## config.mk

```make
export PLATFORM = sky130hd
export DESIGN_NAME = tmr_unit
export DESIGN_NICKNAME = d
export VERILOG_FILES = /design/src/rtl/tmr_pkg.sv /design/src/rtl/tmr_prescale.sv /design/src/rtl/tmr_core.sv /design/src/rtl/tmr_regs.sv /design/src/rtl/tmr_unit.sv
export SDC_FILE = /design/constraint.sdc
export NUM_CORES = 1
export LEC_CHECK = 0
export CORE_ASPECT_RATIO = 2
export CORE_MARGIN = 3
export CORE_UTILIZATION = 35
export DETAILED_ROUTE_END_ITERATION = 6
export DONT_BUFFER_PORTS = 1
export PLACE_DENSITY = 0.51
export REMOVE_ABC_BUFFERS = 1
export SYNTH_ARGS = -nofsm -noshare
export SYNTH_HDL_FRONTEND = slang
export SYNTH_SLANG_ARGS = --single-unit
```

## constraint.sdc

```tcl
create_clock -name clk -period 5.6 [get_ports clk]
set_input_delay 1.12 -clock clk [delete_from_list [all_inputs] [get_ports clk]]
set_output_delay 1.12 -clock clk [all_outputs]
set_load 0.03 [all_outputs]
```

## src/rtl/tmr_pkg.sv

```systemverilog
package tmr_pkg;

  typedef enum logic [1:0] {
    WM_FREE     = 2'd0,
    WM_CLR_ON_A = 2'd1,
    WM_FAST     = 2'd2,
    WM_TRIANGLE = 2'd3
  } wave_mode_e;

  typedef enum logic [1:0] {
    PA_NONE   = 2'd0,
    PA_TOGGLE = 2'd1,
    PA_CLEAR  = 2'd2,
    PA_SET    = 2'd3
  } pin_act_e;

  localparam int ADDR_W = 4;
  localparam int PRE_W  = 10;

  localparam logic [ADDR_W-1:0] A_CTLA   = 4'd0;
  localparam logic [ADDR_W-1:0] A_CTLB   = 4'd1;
  localparam logic [ADDR_W-1:0] A_CNT_L  = 4'd2;
  localparam logic [ADDR_W-1:0] A_CNT_H  = 4'd3;
  localparam logic [ADDR_W-1:0] A_CMPA_L = 4'd4;
  localparam logic [ADDR_W-1:0] A_CMPA_H = 4'd5;
  localparam logic [ADDR_W-1:0] A_CMPB_L = 4'd6;
  localparam logic [ADDR_W-1:0] A_CMPB_H = 4'd7;
  localparam logic [ADDR_W-1:0] A_FLAG   = 4'd8;
  localparam logic [ADDR_W-1:0] A_MASK   = 4'd9;

  // Step ratio for a clock-select code; zero means stopped.
  function automatic logic [PRE_W:0] step_ratio(input logic [2:0] sel);
    case (sel)
      3'd1:    return (PRE_W+1)'(1);
      3'd2:    return (PRE_W+1)'(8);
      3'd3:    return (PRE_W+1)'(64);
      3'd4:    return (PRE_W+1)'(256);
      3'd5:    return (PRE_W+1)'(1024);
      default: return '0;
    endcase
  endfunction

endpackage

```

## src/rtl/tmr_prescale.sv

```systemverilog
module tmr_prescale import tmr_pkg::*; (
  input  logic       clk,
  input  logic       rst_n,
  input  logic [2:0] sel,
  input  logic       restart,
  output logic       tick
);

  logic [PRE_W-1:0] ph_q, ph_d;
  logic [PRE_W:0]   ratio;

  always_comb begin
    ratio = step_ratio(sel);
    tick  = (ratio != '0) && ({1'b0, ph_q} == ratio - 1'b1);
    ph_d  = ph_q;
    if (restart || tick)    ph_d = '0;
    else if (ratio != '0)   ph_d = ph_q + 1'b1;
  end

  always_ff @(posedge clk or negedge rst_n) begin
    if (!rst_n) ph_q <= '0;
    else        ph_q <= ph_d;
  end

endmodule

```

## src/rtl/tmr_core.sv

```systemverilog
module tmr_core import tmr_pkg::*; #(
  parameter int CNT_W = 16
) (
  input  logic             clk,
  input  logic             rst_n,
  input  logic             tick,
  input  wave_mode_e       mode,
  input  pin_act_e         act_a,
  input  pin_act_e         act_b,
  input  logic [CNT_W-1:0] cmp_a,
  input  logic [CNT_W-1:0] cmp_b,
  input  logic             wr_cnt,
  input  logic [CNT_W-1:0] wr_val,
  output logic [CNT_W-1:0] cnt,
  output logic             pend_vld,
  output logic [CNT_W-1:0] pend_val,
  output logic             hit_ovf,
  output logic             hit_a,
  output logic             hit_b,
  output logic             pin_a,
  output logic             pin_b
);

  localparam logic [CNT_W-1:0] TOP = '1;

  logic [CNT_W-1:0] cnt_q, cnt_d, pval_q, pval_d, step;
  logic             up_q, up_d, up_step, pend_q, pend_d;
  logic             pa_q, pa_d, pb_q, pb_d;
  logic             wrap, bottom, adv, clr;

  function automatic logic pin_next(input logic cur, input pin_act_e act);
    case (act)
      PA_TOGGLE: return !cur;
      PA_CLEAR:  return 1'b0;
      PA_SET:    return 1'b1;
      default:   return cur;
    endcase
  endfunction

  always_comb begin
    step    = cnt_q + 1'b1;
    up_step = up_q;
    wrap    = 1'b0;
    bottom  = 1'b0;
    if (mode == WM_TRIANGLE) begin
      if (up_q && cnt_q == TOP) begin
        up_step = 1'b0;
        step    = cnt_q - 1'b1;
      end else if (!up_q) begin
        step = cnt_q - 1'b1;
        if (step == '0) begin
          up_step = 1'b1;
          bottom  = 1'b1;
        end
      end
    end else begin
      wrap = (cnt_q == TOP) && (mode != WM_CLR_ON_A);
    end

    adv     = tick && !pend_q;
    hit_a   = adv && (cmp_a != '0) && (step == cmp_a);
    hit_b   = adv && (cmp_b != '0) && (step == cmp_b);
    clr     = hit_a && (mode == WM_CLR_ON_A);
    hit_ovf = adv && (wrap || bottom || clr);

    cnt_d = cnt_q;
    up_d  = up_q;
    if (tick && pend_q) begin
      cnt_d = pval_q;
      up_d  = 1'b1;
    end else if (adv) begin
      cnt_d = clr ? '0 : step;
      up_d  = up_step;
    end
    if (wr_cnt) up_d = 1'b1;

    pend_d = pend_q;
    pval_d = pval_q;
    if (wr_cnt) begin
      pend_d = 1'b1;
      pval_d = wr_val;
    end else if (tick) begin
      pend_d = 1'b0;
    end

    pa_d = hit_a ? pin_next(pa_q, act_a) : pa_q;
    pb_d = hit_b ? pin_next(pb_q, act_b) : pb_q;
  end

  always_ff @(posedge clk or negedge rst_n) begin
    if (!rst_n) begin
      cnt_q  <= '0;
      up_q   <= 1'b1;
      pend_q <= 1'b0;
      pval_q <= '0;
      pa_q   <= 1'b0;
      pb_q   <= 1'b0;
    end else begin
      cnt_q  <= cnt_d;
      up_q   <= up_d;
      pend_q <= pend_d;
      pval_q <= pval_d;
      pa_q   <= pa_d;
      pb_q   <= pb_d;
    end
  end

  assign cnt      = cnt_q;
  assign pend_vld = pend_q;
  assign pend_val = pval_q;
  assign pin_a    = pa_q;
  assign pin_b    = pb_q;

endmodule

```

## src/rtl/tmr_regs.sv

```systemverilog
module tmr_regs import tmr_pkg::*; #(
  parameter int CNT_W = 16
) (
  input  logic              clk,
  input  logic              rst_n,
  input  logic [ADDR_W-1:0] addr,
  input  logic              wr_en,
  input  logic [7:0]        wr_data,
  input  logic              rd_en,
  output logic [7:0]        rd_data,
  input  logic [CNT_W-1:0]  cnt,
  input  logic              hit_ovf,
  input  logic              hit_a,
  input  logic              hit_b,
  input  logic [2:0]        ack,
  output wave_mode_e        mode,
  output pin_act_e          act_a,
  output pin_act_e          act_b,
  output logic [2:0]        sel,
  output logic              restart,
  output logic [CNT_W-1:0]  cmp_a,
  output logic [CNT_W-1:0]  cmp_b,
  output logic              wr_cnt,
  output logic [CNT_W-1:0]  wr_val,
  output logic [2:0]        flags,
  output logic [2:0]        mask
);

  logic [5:0]       ctla_q, ctla_d;
  logic [2:0]       sel_q, sel_d, flag_q, flag_d, mask_q, mask_d, flag_clr;
  logic [7:0]       tmp_q, tmp_d;
  logic [CNT_W-1:0] cmpa_q, cmpa_d, cmpb_q, cmpb_d;
  logic [15:0]      full, cnt_x, cmpa_x, cmpb_x;

  assign full   = {tmp_q, wr_data};
  assign cnt_x  = 16'(cnt);
  assign cmpa_x = 16'(cmpa_q);
  assign cmpb_x = 16'(cmpb_q);

  always_comb begin
    ctla_d   = ctla_q;
    sel_d    = sel_q;
    tmp_d    = tmp_q;
    cmpa_d   = cmpa_q;
    cmpb_d   = cmpb_q;
    mask_d   = mask_q;
    restart  = 1'b0;
    wr_cnt   = 1'b0;
    flag_clr = ack;
    if (rd_en && addr == A_CNT_L) tmp_d = cnt_x[15:8];
    if (wr_en) begin
      case (addr)
        A_CTLA:   ctla_d = wr_data[5:0];
        A_CTLB: begin
          sel_d   = wr_data[2:0];
          restart = 1'b1;
        end
        A_CNT_H, A_CMPA_H, A_CMPB_H: tmp_d = wr_data;
        A_CNT_L:  wr_cnt = 1'b1;
        A_CMPA_L: cmpa_d = full[CNT_W-1:0];
        A_CMPB_L: cmpb_d = full[CNT_W-1:0];
        A_FLAG:   flag_clr = ack | wr_data[2:0];
        A_MASK:   mask_d = wr_data[2:0];
        default: ;
      endcase
    end
    flag_d = (flag_q & ~flag_clr) | {hit_b, hit_a, hit_ovf};

    rd_data = '0;
    if (rd_en) begin
      case (addr)
        A_CTLA:   rd_data = {2'b00, ctla_q};
        A_CTLB:   rd_data = {5'b0, sel_q};
        A_CNT_L:  rd_data = cnt_x[7:0];
        A_CNT_H:  rd_data = tmp_q;
        A_CMPA_L: rd_data = cmpa_x[7:0];
        A_CMPA_H: rd_data = cmpa_x[15:8];
        A_CMPB_L: rd_data = cmpb_x[7:0];
        A_CMPB_H: rd_data = cmpb_x[15:8];
        A_FLAG:   rd_data = {5'b0, flag_q};
        A_MASK:   rd_data = {5'b0, mask_q};
        default:  rd_data = '0;
      endcase
    end
  end

  always_ff @(posedge clk or negedge rst_n) begin
    if (!rst_n) begin
      ctla_q <= '0;
      sel_q  <= '0;
      tmp_q  <= '0;
      cmpa_q <= '0;
      cmpb_q <= '0;
      flag_q <= '0;
      mask_q <= '0;
    end else begin
      ctla_q <= ctla_d;
      sel_q  <= sel_d;
      tmp_q  <= tmp_d;
      cmpa_q <= cmpa_d;
      cmpb_q <= cmpb_d;
      flag_q <= flag_d;
      mask_q <= mask_d;
    end
  end

  assign mode   = wave_mode_e'(ctla_q[1:0]);
  assign act_a  = pin_act_e'(ctla_q[3:2]);
  assign act_b  = pin_act_e'(ctla_q[5:4]);
  assign sel    = sel_q;
  assign cmp_a  = cmpa_q;
  assign cmp_b  = cmpb_q;
  assign wr_val = full[CNT_W-1:0];
  assign flags  = flag_q;
  assign mask   = mask_q;

endmodule

```

## src/rtl/tmr_unit.sv

```systemverilog
module tmr_unit import tmr_pkg::*; #(
  parameter int CNT_W = 16
) (
  input  logic              clk,
  input  logic              rst_n,
  input  logic [ADDR_W-1:0] bus_addr,
  input  logic              bus_wr,
  input  logic [7:0]        bus_wdata,
  input  logic              bus_rd,
  output logic [7:0]        bus_rdata,
  input  logic              ack_ovf,
  input  logic              ack_cmp_a,
  input  logic              ack_cmp_b,
  output logic              irq_ovf,
  output logic              irq_cmp_a,
  output logic              irq_cmp_b,
  output logic              wave_a,
  output logic              wave_b
);

  wave_mode_e       mode;
  pin_act_e         act_a, act_b;
  logic [2:0]       sel, flags, mask, ack;
  logic             restart, tick, wr_cnt, pend_vld, hit_ovf, hit_a, hit_b;
  logic [CNT_W-1:0] cmp_a, cmp_b, wr_val, cnt, pend_val;

  assign ack = {ack_cmp_b, ack_cmp_a, ack_ovf};

  tmr_regs #(.CNT_W(CNT_W)) u_regs (
    .clk(clk), .rst_n(rst_n), .addr(bus_addr), .wr_en(bus_wr),
    .wr_data(bus_wdata), .rd_en(bus_rd), .rd_data(bus_rdata), .cnt(cnt),
    .hit_ovf(hit_ovf), .hit_a(hit_a), .hit_b(hit_b), .ack(ack),
    .mode(mode), .act_a(act_a), .act_b(act_b), .sel(sel), .restart(restart),
    .cmp_a(cmp_a), .cmp_b(cmp_b), .wr_cnt(wr_cnt), .wr_val(wr_val),
    .flags(flags), .mask(mask)
  );

  tmr_prescale u_pre (
    .clk(clk), .rst_n(rst_n), .sel(sel), .restart(restart), .tick(tick)
  );

  tmr_core #(.CNT_W(CNT_W)) u_core (
    .clk(clk), .rst_n(rst_n), .tick(tick), .mode(mode), .act_a(act_a),
    .act_b(act_b), .cmp_a(cmp_a), .cmp_b(cmp_b), .wr_cnt(wr_cnt),
    .wr_val(wr_val), .cnt(cnt), .pend_vld(pend_vld), .pend_val(pend_val),
    .hit_ovf(hit_ovf), .hit_a(hit_a), .hit_b(hit_b), .pin_a(wave_a),
    .pin_b(wave_b)
  );

  assign irq_ovf   = flags[0] & mask[0];
  assign irq_cmp_a = flags[1] & mask[1];
  assign irq_cmp_b = flags[2] & mask[2];

endmodule

```

==> impl_results.md, run 1 <==
* Status: complete, no violations
* Global-route wire length before repair at around 40,000 um
* Max frequency at ~210 MHz
* Critical path required time at 5.82 ns
* Fin crit period at between 4 and 5 ns
* DR iter-0 viols at 625
* # diodes at 0
* Setup violations, final at 0
* Initial antenna violation count at 0
* Max Cap Viol at 0
* Largest net degree at the start of global routing at 102
* Arrival time worst endpoint at about 5.1 ns
* Post-DRT Antenna Nets at 0
* Total global routing overflow at 0
* CTS tree: built
* Wire length per cell at about 26 um
* Core area at 19,900 um^2
* Placed Cells at roughly 990
* Fin cells at between 1,000 and 1,500
* Postcts setup bufs at 0
* Post-CTS Hold Fix Bufs at 0
* Gr usage total at ~24%
* Final Max Tran Viols at 0
* Drt pass-1 iters at 7
* Library cells used by synthesis at 80
* Total power per unit cell area at around 380 nW/um^2
* P&R area growth vs syn at 7.13%
* Die ar. at about 22,000 um^2
* CP endpoint kind: flop
* Worst-path maximum fanout at 26
* Setup_tns at 0 ns
* Cts repair resizes at 0
* Cells after synthesis at 763
* Rel. slew slack at between 20% and 30%
* Critical path type: flop to flop
* FFs w/ async S/R, synth at 100%
* Initial Util at roughly 36%
* Leak at just over 3 nW
* Clock slew at reported path FFs at roughly 0.070 ns
* H-Tree Depth at 3
* Startpoint class of the critical path: flop
* Vias in the first global route at roughly 6,300
* CTS Sinks at 101
* Die Ht at between 200 and 250 um
* Total CTS buffers at 9
* Root Buffer: clkbuf_16
* Worst min-delay path category: input pin to asynchronous set/reset pin
* Vias/cell at 6.34
* Average size of a mapped cell at approximately 9.3 um^2
* Final WL at 26,300 um
* Register area share after synthesis at about 36%
* HPWL Detailed at around 20,000 um
* Clk buf depth at 2
* Worst vdd ir at 231 uV
* FF+latch count, synth at between 100 and 150
* I/O pins at 32
* Chip width at between 100 and 150 um
* Final number of hold-violating endpoints at 0
* GP Congestion at 0.963
* FP Rows at 73
* Drc violations at 0
* Worst Max-Slew Pin Slew at roughly 1.1 ns
* Synth Flop Type: dfrtp_1
* Worst skew pair latency at 0.35 ns
* Share of layout cells above drive strength 1 at 16.6%
* Final period util at between 80% and 90%
* Synthesis Warnings at 0
* Nets at between 700 and 800
* Port bufs at 0
* Unrepaired setup endpoints after global routing: false
* EDFF count, synth at 0
* Netlist Area Pre-Place at approximately 7100 um^2
* Via Count at between 6,000 and 7,000
* Setup Skew at roughly 0.0095 ns
## where the power goes
group,switching (mW),internal [mW],leakage [nW]
Combinational,0.591,0.480,1.62
Sequential,0.265,0.882,1.30
Clock,0.288,0.350,0.144
## cells in the mapped netlist (all sizes together) (4+ instances only)
master	n	area, um^2
a2111oi	5	43.8
a21oi	41	205
a221oi	8	82.6
a22oi	8	60.1
a31oi	8	50.1
a32oi	7	61.3
a41oi	4	35.0
and2	7	43.8
and3	8	50.1
and4	9	78.8
buf	13	86.3
clkbuf	41	154
dfrtp	100	2500
ha	6	75.1
inv	26	97.6
mux2	66	743
mux2i	11	110
mux4	7	158
nand2	44	165
nand2b	9	56.3
nand3	20	105
nand4	14	87.6
nor2	68	255
nor2b	8	50.1
nor3	28	140
nor3b	5	37.5
nor4	22	150
o21ai	31	155
o22ai	12	75.1
or2	4	27.5
or3	14	92.6
or4	5	41.3
xnor2	30	263
xor2	15	131
## per-layer routing
metal	wire, um	vias up	GRT usage [%]	share of wire (%)
met3	1090	97	3.24	4.1
met5	0	-	0	0
met2	14500	278	44.9	55
met4	1920	0	15.5	7.3
met1	8880	3183	24.6	34
li1	-	2798	-	-
## final timing paths
path,slack [ns],cells past startpoint,endpoint,start
setup / recovery,0.77,10,u_core.cnt[6]$_DFFE_PN0P_,u_core.cnt[7]$_DFFE_PN0P_
hold / removal,0.46,0,u_regs.cmp_a[7]$_DFFE_PN0P_,rst_n
setup reg to reg,0.77,10,u_core.cnt[6]$_DFFE_PN0P_,u_core.cnt[7]$_DFFE_PN0P_
hold reg to reg,0.50,1,u_core.pend_val[1]$_DFFE_PN0P_,u_core.pend_val[1]$_DFFE_PN0P_
max in group asynchronous,4.87,0,u_core.up_q$_DFFE_PN1P_,rst_n
min in group clk,0.50,1,u_core.pend_val[1]$_DFFE_PN0P_,u_core.pend_val[1]$_DFFE_PN0P_
## sequential cells by signal (all words and copies together), names as in the netlist
register / cells
u_core.cnt: 16
u_core.pend_val: 16
u_regs.cmp_a: 16
u_regs.cmp_b: 16
u_pre.ph_q: 10
u_regs.tmp_q: 8
u_regs.ctla_q: 6
u_regs.flags: 3
u_regs.mask: 3
u_regs.sel: 3
u_core.pend_vld: 1
u_core.pin_a: 1
u_core.pin_b: 1
u_core.up_q: 1
## per-stage QoR
step	instance area [um^2]	hold WS, ns	setup slack [ns]	util, %	power (mW)
floorplan	6830	0.473	1.54	-	1.82
global placement	7280	0.493	0.922	36.6	2.19
detailed placement	7280	0.488	0.895	36.6	2.20
CTS	7570	0.447	0.865	38.0	2.85
global route	7570	0.450	0.531	38.0	3.00
finish	7570	0.464	0.772	38.0	2.86
## cell type report
class / count / area [um^2]
fill: 2085 / 12300
sequential: 101 / 2530
timing repair buffer: 15 / 113
clock buffer: 11 / 233
inverter: 26 / 97.6
clock inverter: 5 / 61.3
multi-input combinational: 582 / 4210
tap: 262 / 328
## worst max-delay path, cell delays in order, from the launching register on
cell,delay (ns)
dfrtp_1,0.68
nand4_1,0.54
o41ai_2,0.96
nand2_1,0.46
mux2_2,0.44
xnor2_1,0.13
or3_1,0.35
or4b_1,0.51
buf_4,0.26
a32oi_1,0.24
o22ai_1,0.11
## cells by family after synthesis
family / Yosys count / synth area share, %
simple gates: 277 / 21.1
buf+inv: 80 / 4.78
xor+xnor: 48 / 6.53
mux: 84 / 14.3
compound gates: 166 / 16.3
flops: 101 / 35.8
fa+ha+maj: 7 / 1.20
## layout by cell type, fill, tap and decap left out, types with 5 or more instances in the layout
master	instances
a31oi_1	8
xor2_1	15
nand3_1	19
a21oi_1	41
nand2b_1	9
nor4_1	20
inv_1	26
a2111oi_0	5
a221oi_1	6
nand4_1	14
nor3b_1	5
or3_1	13
o22ai_1	12
mux2_2	66
o21ai_0	30
mux4_2	7
dfrtp_1	100
nor3_1	26
ha_1	6
a22oi_1	8
xnor2_1	30
mux2i_1	11
a32oi_1	7
and3_1	8
buf_4	15
nor2_1	68
nand2_1	44
clkbuf_16	9
and2_1	7
nor2b_1	8
and4_1	9
Power figures use the tool's default switching activity.
==> run 2, diff against run 1 <==
--- a/config.mk
+++ b/config.mk
@@ -5,7 +5,7 @@
 export SDC_FILE = /design/constraint.sdc
 export NUM_CORES = 1
 export LEC_CHECK = 0
-export CORE_ASPECT_RATIO = 2
+export CORE_ASPECT_RATIO = 0.75
 export CORE_MARGIN = 3
 export CORE_UTILIZATION = 35
 export DETAILED_ROUTE_END_ITERATION = 6
==> impl_results.md, run 2 (synthesis gave the netlist of run 1 again) <==
* Clk buf depth at 2 (unchanged)
* Via Count at 6,235 (-1.9%)
* I/O pins at 32 (unchanged)
* Die ar. at 22,000 um^2 (-0.39%)
* Final Power at 2.84 mW (-0.40%)
* Vias/cell at 6.25 (-1.4%)
* Leak at 3.10 nW (+0.90%)
* Arrival time worst endpoint at 5.02 ns (-0.03 ns)
* Final WL at 24,100 um (-8.4%)
* CTS Sinks at 101 (unchanged)
* Crit-path cells: nand4_1, o41ai_2, nand2_1, mux2_2, xnor2_1, or3_1, or4b_1, buf_4, a32oi_1, o22ai_1
* Commonest non-fill, non-tap cell in the layout: dfrtp_1
* Die Ht at 129 um (-38%)
* CP endpoint kind: flop
* Drc violations at 0 (unchanged)
* P&R area growth vs syn at 7.57%
* CTS tree: built
* Core area at 19,600 um^2 (-1.6%)
* Most frequent cells in the layout: dfrtp_1 (100), nor2_1 (68), mux2_2 (66)
* Unrepaired setup endpoints after global routing: false
* Post-CTS Hold Fix Bufs at 0 (unchanged)
* Final number of hold-violating endpoints at 0 (unchanged)
* Worst skew pair latency at 0.37 ns (+0.02 ns)
* Startpoint class of the critical path: flop
* Initial antenna violation count at 1 (+1)
* Post-DRT Antenna Nets at 0 (unchanged)
* Root Buffer: clkbuf_16
* Gr usage total at 22.3% (-1.8 points)
* Worst Max-Slew Pin Slew at 1.12 ns (+0.0259 ns)
* Critical path required time at 5.83 ns (about the same)
* Total CTS buffers at 9 (unchanged)
* Worst vdd ir at 165 uV (-29%)
* Postcts setup bufs at 0 (unchanged)
* Critical path type: flop to flop
* # diodes at 0 (unchanged)
* FP Rows at 44 (-40%)
* Fin crit period at 4.78 ns (-0.0445 ns)
* Setup_tns at 0 ns (unchanged)
* Final Max Tran Viols at 0 (unchanged)
* WHS at 0.456 ns (-0.00779 ns)
* Wire length per cell at 24.2 um (-7.9%)
* Largest net degree at the start of global routing at 102 (unchanged)
* Final period util at 85.4% (-0.80 points)
* Max Cap Viol at 0 (unchanged)
* CP peak stage delay at 0.96 ns (about the same)
* Vias in the first global route at 5,917 (-6.0%)
* DR iter-0 viols at 739 (+18%)
* Clock slew at reported path FFs at 0.07 ns (about the same)
* Chip width at 170 um (+60%)
* Total global routing overflow at 0 (unchanged)
* Max frequency at 209 MHz (+0.93%)
* Worst R2R Path Depth at 10 (unchanged)
* Slowest cell on crit path: o41ai_2
* HPWL Detailed at 17,800 um (-12%)
* Worst min-delay path category: input pin to asynchronous set/reset pin
* Nets at 764 (+0.53%)
* Cts repair resizes at 0 (unchanged)
* Total power per unit cell area at 374 nW/um^2 (-0.81%)
* Global-route wire length before repair at 36,900 um (-7.3%)
* Worst-path maximum fanout at 14 (-46%)
* GP Congestion at 0.979 (+1.7%)
* Setup violations, final at 0 (unchanged)
* Share of layout cells above drive strength 1 at 17.2% (+0.58 points)
* Initial Util at 36.1% (+0.57 points)
* Status: complete, no violations
* Port bufs at 0 (unchanged)
* Setup Skew at 0.0106 ns (+0.00112 ns)
* Rel. slew slack at 23.4% (-3.3 points)
* H-Tree Depth at 3 (unchanged)
* Drt pass-1 iters at 5 (-2)
run 2: changes by cell type in the layout (fill, tap and decap cells not counted):
| cell | change |
|---|---|
| buf_4 | +4 |
| clkbuf_1 | -1 |
| clkbuf_8 | +1 |
| clkinv_4 | -2 |
| inv_6 | +1 |
| inv_8 | +1 |
run 2: stage by stage:
step                      instances  instance area [um^2]  utilization [%]  worst slack [ns]
after CTS                       997                  7610             38.8             0.888
after floorplan                 709                  6830                -              1.54
after global routing            997                  7610             38.8             0.524
final                           997                  7610             38.8             0.817
after detailed placement        981                  7300             37.2             0.895
after global placement          981                  7300             37.2             0.997
run 2: per-layer routing:
layer	part of all wire [%]	GRT usage [%]
met5	0.095	0
met4	2.1	7.06
met3	10	6.22
met2	39	29.7
met1	48	34.5
run 2: critical path: cells and delay by family, from the launching register on:
family / cells / cell delay (ns)
xor gates and xnor gates: 1 / 0.14
AOI/OAI and AO/OA: 3 / 1.27
DFF: 1 / 0.60
buffers and inverters: 1 / 0.26
and+or+nand+nor: 4 / 1.96
muxes: 1 / 0.42
run 2: path summary, 6_finish.rpt:
| path | startpoint | to | slack, ns |
|---|---|---|---|
| min in group clk | u_core.pend_val[1]$_DFFE_PN0P_ | u_core.pend_val[1]$_DFFE_PN0P_ | 0.52 |
| worst min-delay path | rst_n | u_core.cnt[4]$_DFFE_PN0P_ | 0.46 |
| worst max register to register | u_core.cnt[4]$_DFFE_PN0P_ | u_core.cnt[13]$_DFFE_PN0P_ | 0.82 |
| max in group asynchronous | rst_n | u_core.cnt[12]$_DFFE_PN0P_ | 4.94 |
| worst min register to register | u_core.pend_val[1]$_DFFE_PN0P_ | u_core.pend_val[1]$_DFFE_PN0P_ | 0.52 |
| worst max-delay path | u_core.cnt[4]$_DFFE_PN0P_ | u_core.cnt[13]$_DFFE_PN0P_ | 0.82 |
run 2: final cells by class:
class | instances | area [um^2]
sequential | 101 | 2530
clock inverter | 5 | 63.8
fill | 1987 | 12000
inverter | 26 | 97.6
clock buffer | 11 | 243
multi-input combinational | 582 | 4210
timing repair buffer | 19 | 143
tap | 253 | 317
run 2: power by group:
group / switching (mW) / internal, mW
combinational: 0.551 / 0.489
sequential: 0.254 / 0.882
clock: 0.303 / 0.365
total: 1.11 / 1.74
==> run 3, diff against run 2 <==
--- a/config.mk
+++ b/config.mk
@@ -8,6 +8,7 @@
 export CORE_ASPECT_RATIO = 0.75
 export CORE_MARGIN = 3
 export CORE_UTILIZATION = 35
+export CTS_BUF_LIST = sky130_fd_sc_hd__clkbuf_2 sky130_fd_sc_hd__clkbuf_4 sky130_fd_sc_hd__clkbuf_8
 export DETAILED_ROUTE_END_ITERATION = 6
 export DONT_BUFFER_PORTS = 1
 export PLACE_DENSITY = 0.51
==> impl_results.md, run 3 (synthesis gave the netlist of run 1 again) <==
* Gr usage total at 22.2% (-0.052 points)
* Initial antenna violation count at 1 (unchanged)
* Clk buf depth at 2 (unchanged)
* Post-DRT Antenna Nets at 0 (unchanged)
* Largest net degree at the start of global routing at 102 (unchanged)
* Most frequent cells in the layout: dfrtp_1 (100), nor2_1 (68), mux2_2 (66)
* Startpoint class of the critical path: flop
* Clock slew at reported path FFs at 0.10 ns (+0.03 ns)
* Drt pass-1 iters at 6 (+1)
* Fin crit period at 4.82 ns (+0.0338 ns)
* Unrepaired setup endpoints after global routing: false
* FP Rows at 44 (unchanged)
* Rel. slew slack at 31.6% (+8.1 points)
* Nets at 764 (unchanged)
* Worst vdd ir at 248 uV (+50%)
* Core area at 19,600 um^2 (unchanged)
* # diodes at 0 (unchanged)
* Critical path required time at 5.87 ns (+0.04 ns)
* Commonest non-fill, non-tap cell in the layout: dfrtp_1
* CP peak stage delay at 0.99 ns (+0.03 ns)
* Worst-path maximum fanout at 14 (unchanged)
* Die ar. at 22,000 um^2 (unchanged)
* Final number of hold-violating endpoints at 0 (unchanged)
* Vias/cell at 6.33 (+1.2%)
* GP Congestion at 0.979 (unchanged)
* Critical path type: flop to flop
* Share of layout cells above drive strength 1 at 17.3% (+0.13 points)
* Port bufs at 0 (unchanged)
* Initial Util at 36.1% (unchanged)
* Final WL at 24,200 um (+0.20%)
* CTS tree: built
* Drc violations at 0 (unchanged)
* Via Count at 6,308 (+1.2%)
* Vias in the first global route at 5,894 (-0.39%)
* Wire length per cell at 24.3 um (+0.20%)
* Final Power at 2.69 mW (-5.6%)
* Total CTS buffers at 9 (unchanged)
* Worst skew pair latency at 0.40 ns (+0.03 ns)
* Setup_tns at 0 ns (unchanged)
* Global-route wire length before repair at 36,900 um (about the same)
* Worst min-delay path category: input pin to asynchronous set/reset pin
* Status: complete, no violations
* DR iter-0 viols at 799 (+8.1%)
* Postcts setup bufs at 0 (unchanged)
* Worst Max-Slew Pin Slew at 1.00 ns (-0.119 ns)
* Slowest cell on crit path: o41ai_2
* HPWL Detailed at 17,800 um (unchanged)
* Cts repair resizes at 0 (unchanged)
* Setup violations, final at 0 (unchanged)
* I/O pins at 32 (unchanged)
* Crit-path cells: nand4_1, o41ai_2, nand2_1, mux2_2, xnor2_1, or3_1, or4b_1, buf_4, a31oi_1, o22ai_1
* Chip width at 170 um (unchanged)
* Root Buffer: clkbuf_8
* CTS Sinks at 101 (unchanged)
* Die Ht at 129 um (unchanged)
* Leak at 3.05 nW (-1.4%)
* Setup Skew at 0.0102 ns (-0.000448 ns)
* Worst R2R Path Depth at 10 (unchanged)
* Total global routing overflow at 0 (unchanged)
* Arrival time worst endpoint at 5.08 ns (+0.06 ns)
* CP endpoint kind: flop
* Max Cap Viol at 0 (unchanged)
* P&R area growth vs syn at 6.19%
* Max frequency at 208 MHz (-0.70%)
* Post-CTS Hold Fix Bufs at 0 (unchanged)
* Final period util at 86.0% (+0.60 points)
* Final Max Tran Viols at 0 (unchanged)
* H-Tree Depth at 3 (unchanged)
* Total power per unit cell area at 358 nW/um^2 (-4.3%)
==> run 3: cell types whose count changed in the layout (fill, tap and decap cells not counted) <==
cell | previous run | this run
clkbuf_1 | 1 | 0
clkbuf_16 | 9 | 0
clkbuf_4 | 0 | 1
clkbuf_8 | 1 | 10
==> run 3: layer usage <==
layer	vias to the layer above	track usage [%]	share of wire, %
li1	2799	-	-
met1	3142	34.3	49
met2	319	30.0	39
met3	46	6.62	10
met4	2	5.82	1.9
met5	-	0	0.054
==> run 3: final timing paths <==
path / from / slack [ns] / to
setup / recovery: u_core.cnt[4]$_DFFE_PN0P_ / 0.78 / u_core.cnt[15]$_DFFE_PN0P_
setup reg to reg: u_core.cnt[4]$_DFFE_PN0P_ / 0.78 / u_core.cnt[15]$_DFFE_PN0P_
hold reg to reg: u_core.pend_val[1]$_DFFE_PN0P_ / 0.53 / u_core.pend_val[1]$_DFFE_PN0P_
min in group clk: u_core.pend_val[1]$_DFFE_PN0P_ / 0.53 / u_core.pend_val[1]$_DFFE_PN0P_
max in group asynchronous: rst_n / 4.98 / u_core.cnt[12]$_DFFE_PN0P_
hold / removal: rst_n / 0.41 / u_pre.ph_q[5]$_DFFE_PN0P_
==> run 3: where the power goes <==
part           switching, mW  internal (mW)  total (mW)
registers              0.253          0.882        1.13
logic                  0.550          0.489        1.04
clock network          0.282          0.230       0.512
==> run 3: metrics by stage <==
step | area, um^2 | worst slack (ns) | util, % | cells | hold slack (ns)
finish | 7510 | 0.783 | 38.3 | 997 | 0.414
global route | 7510 | 0.519 | 38.3 | 997 | 0.386
CTS | 7510 | 0.887 | 38.3 | 997 | 0.388
detailed placement | 7300 | 0.895 | 37.2 | 981 | 0.498
global placement | 7300 | 0.997 | 37.2 | 981 | 0.491
floorplan | 6830 | 1.54 | - | 709 | 0.473
==> run 3: cell type report <==
class / instances / area, um^2
Clock buffer: 11 / 145
Clock inverter: 5 / 63.8
Inverter: 26 / 97.6
Tap cell: 253 / 317
Sequential cell: 101 / 2530
Fill cell: 2000 / 12100
Multi-Input combinational cell: 582 / 4210
Timing Repair Buffer: 19 / 143
==> run 3: worst max-delay path: cells and delay by family, from the launching register on <==
family	cells	cell delay, ns
compound gates	3	1.30
xor+xnor	1	0.14
buf+inv	1	0.26
flops	1	0.60
mux	1	0.42
simple gates	4	1.96
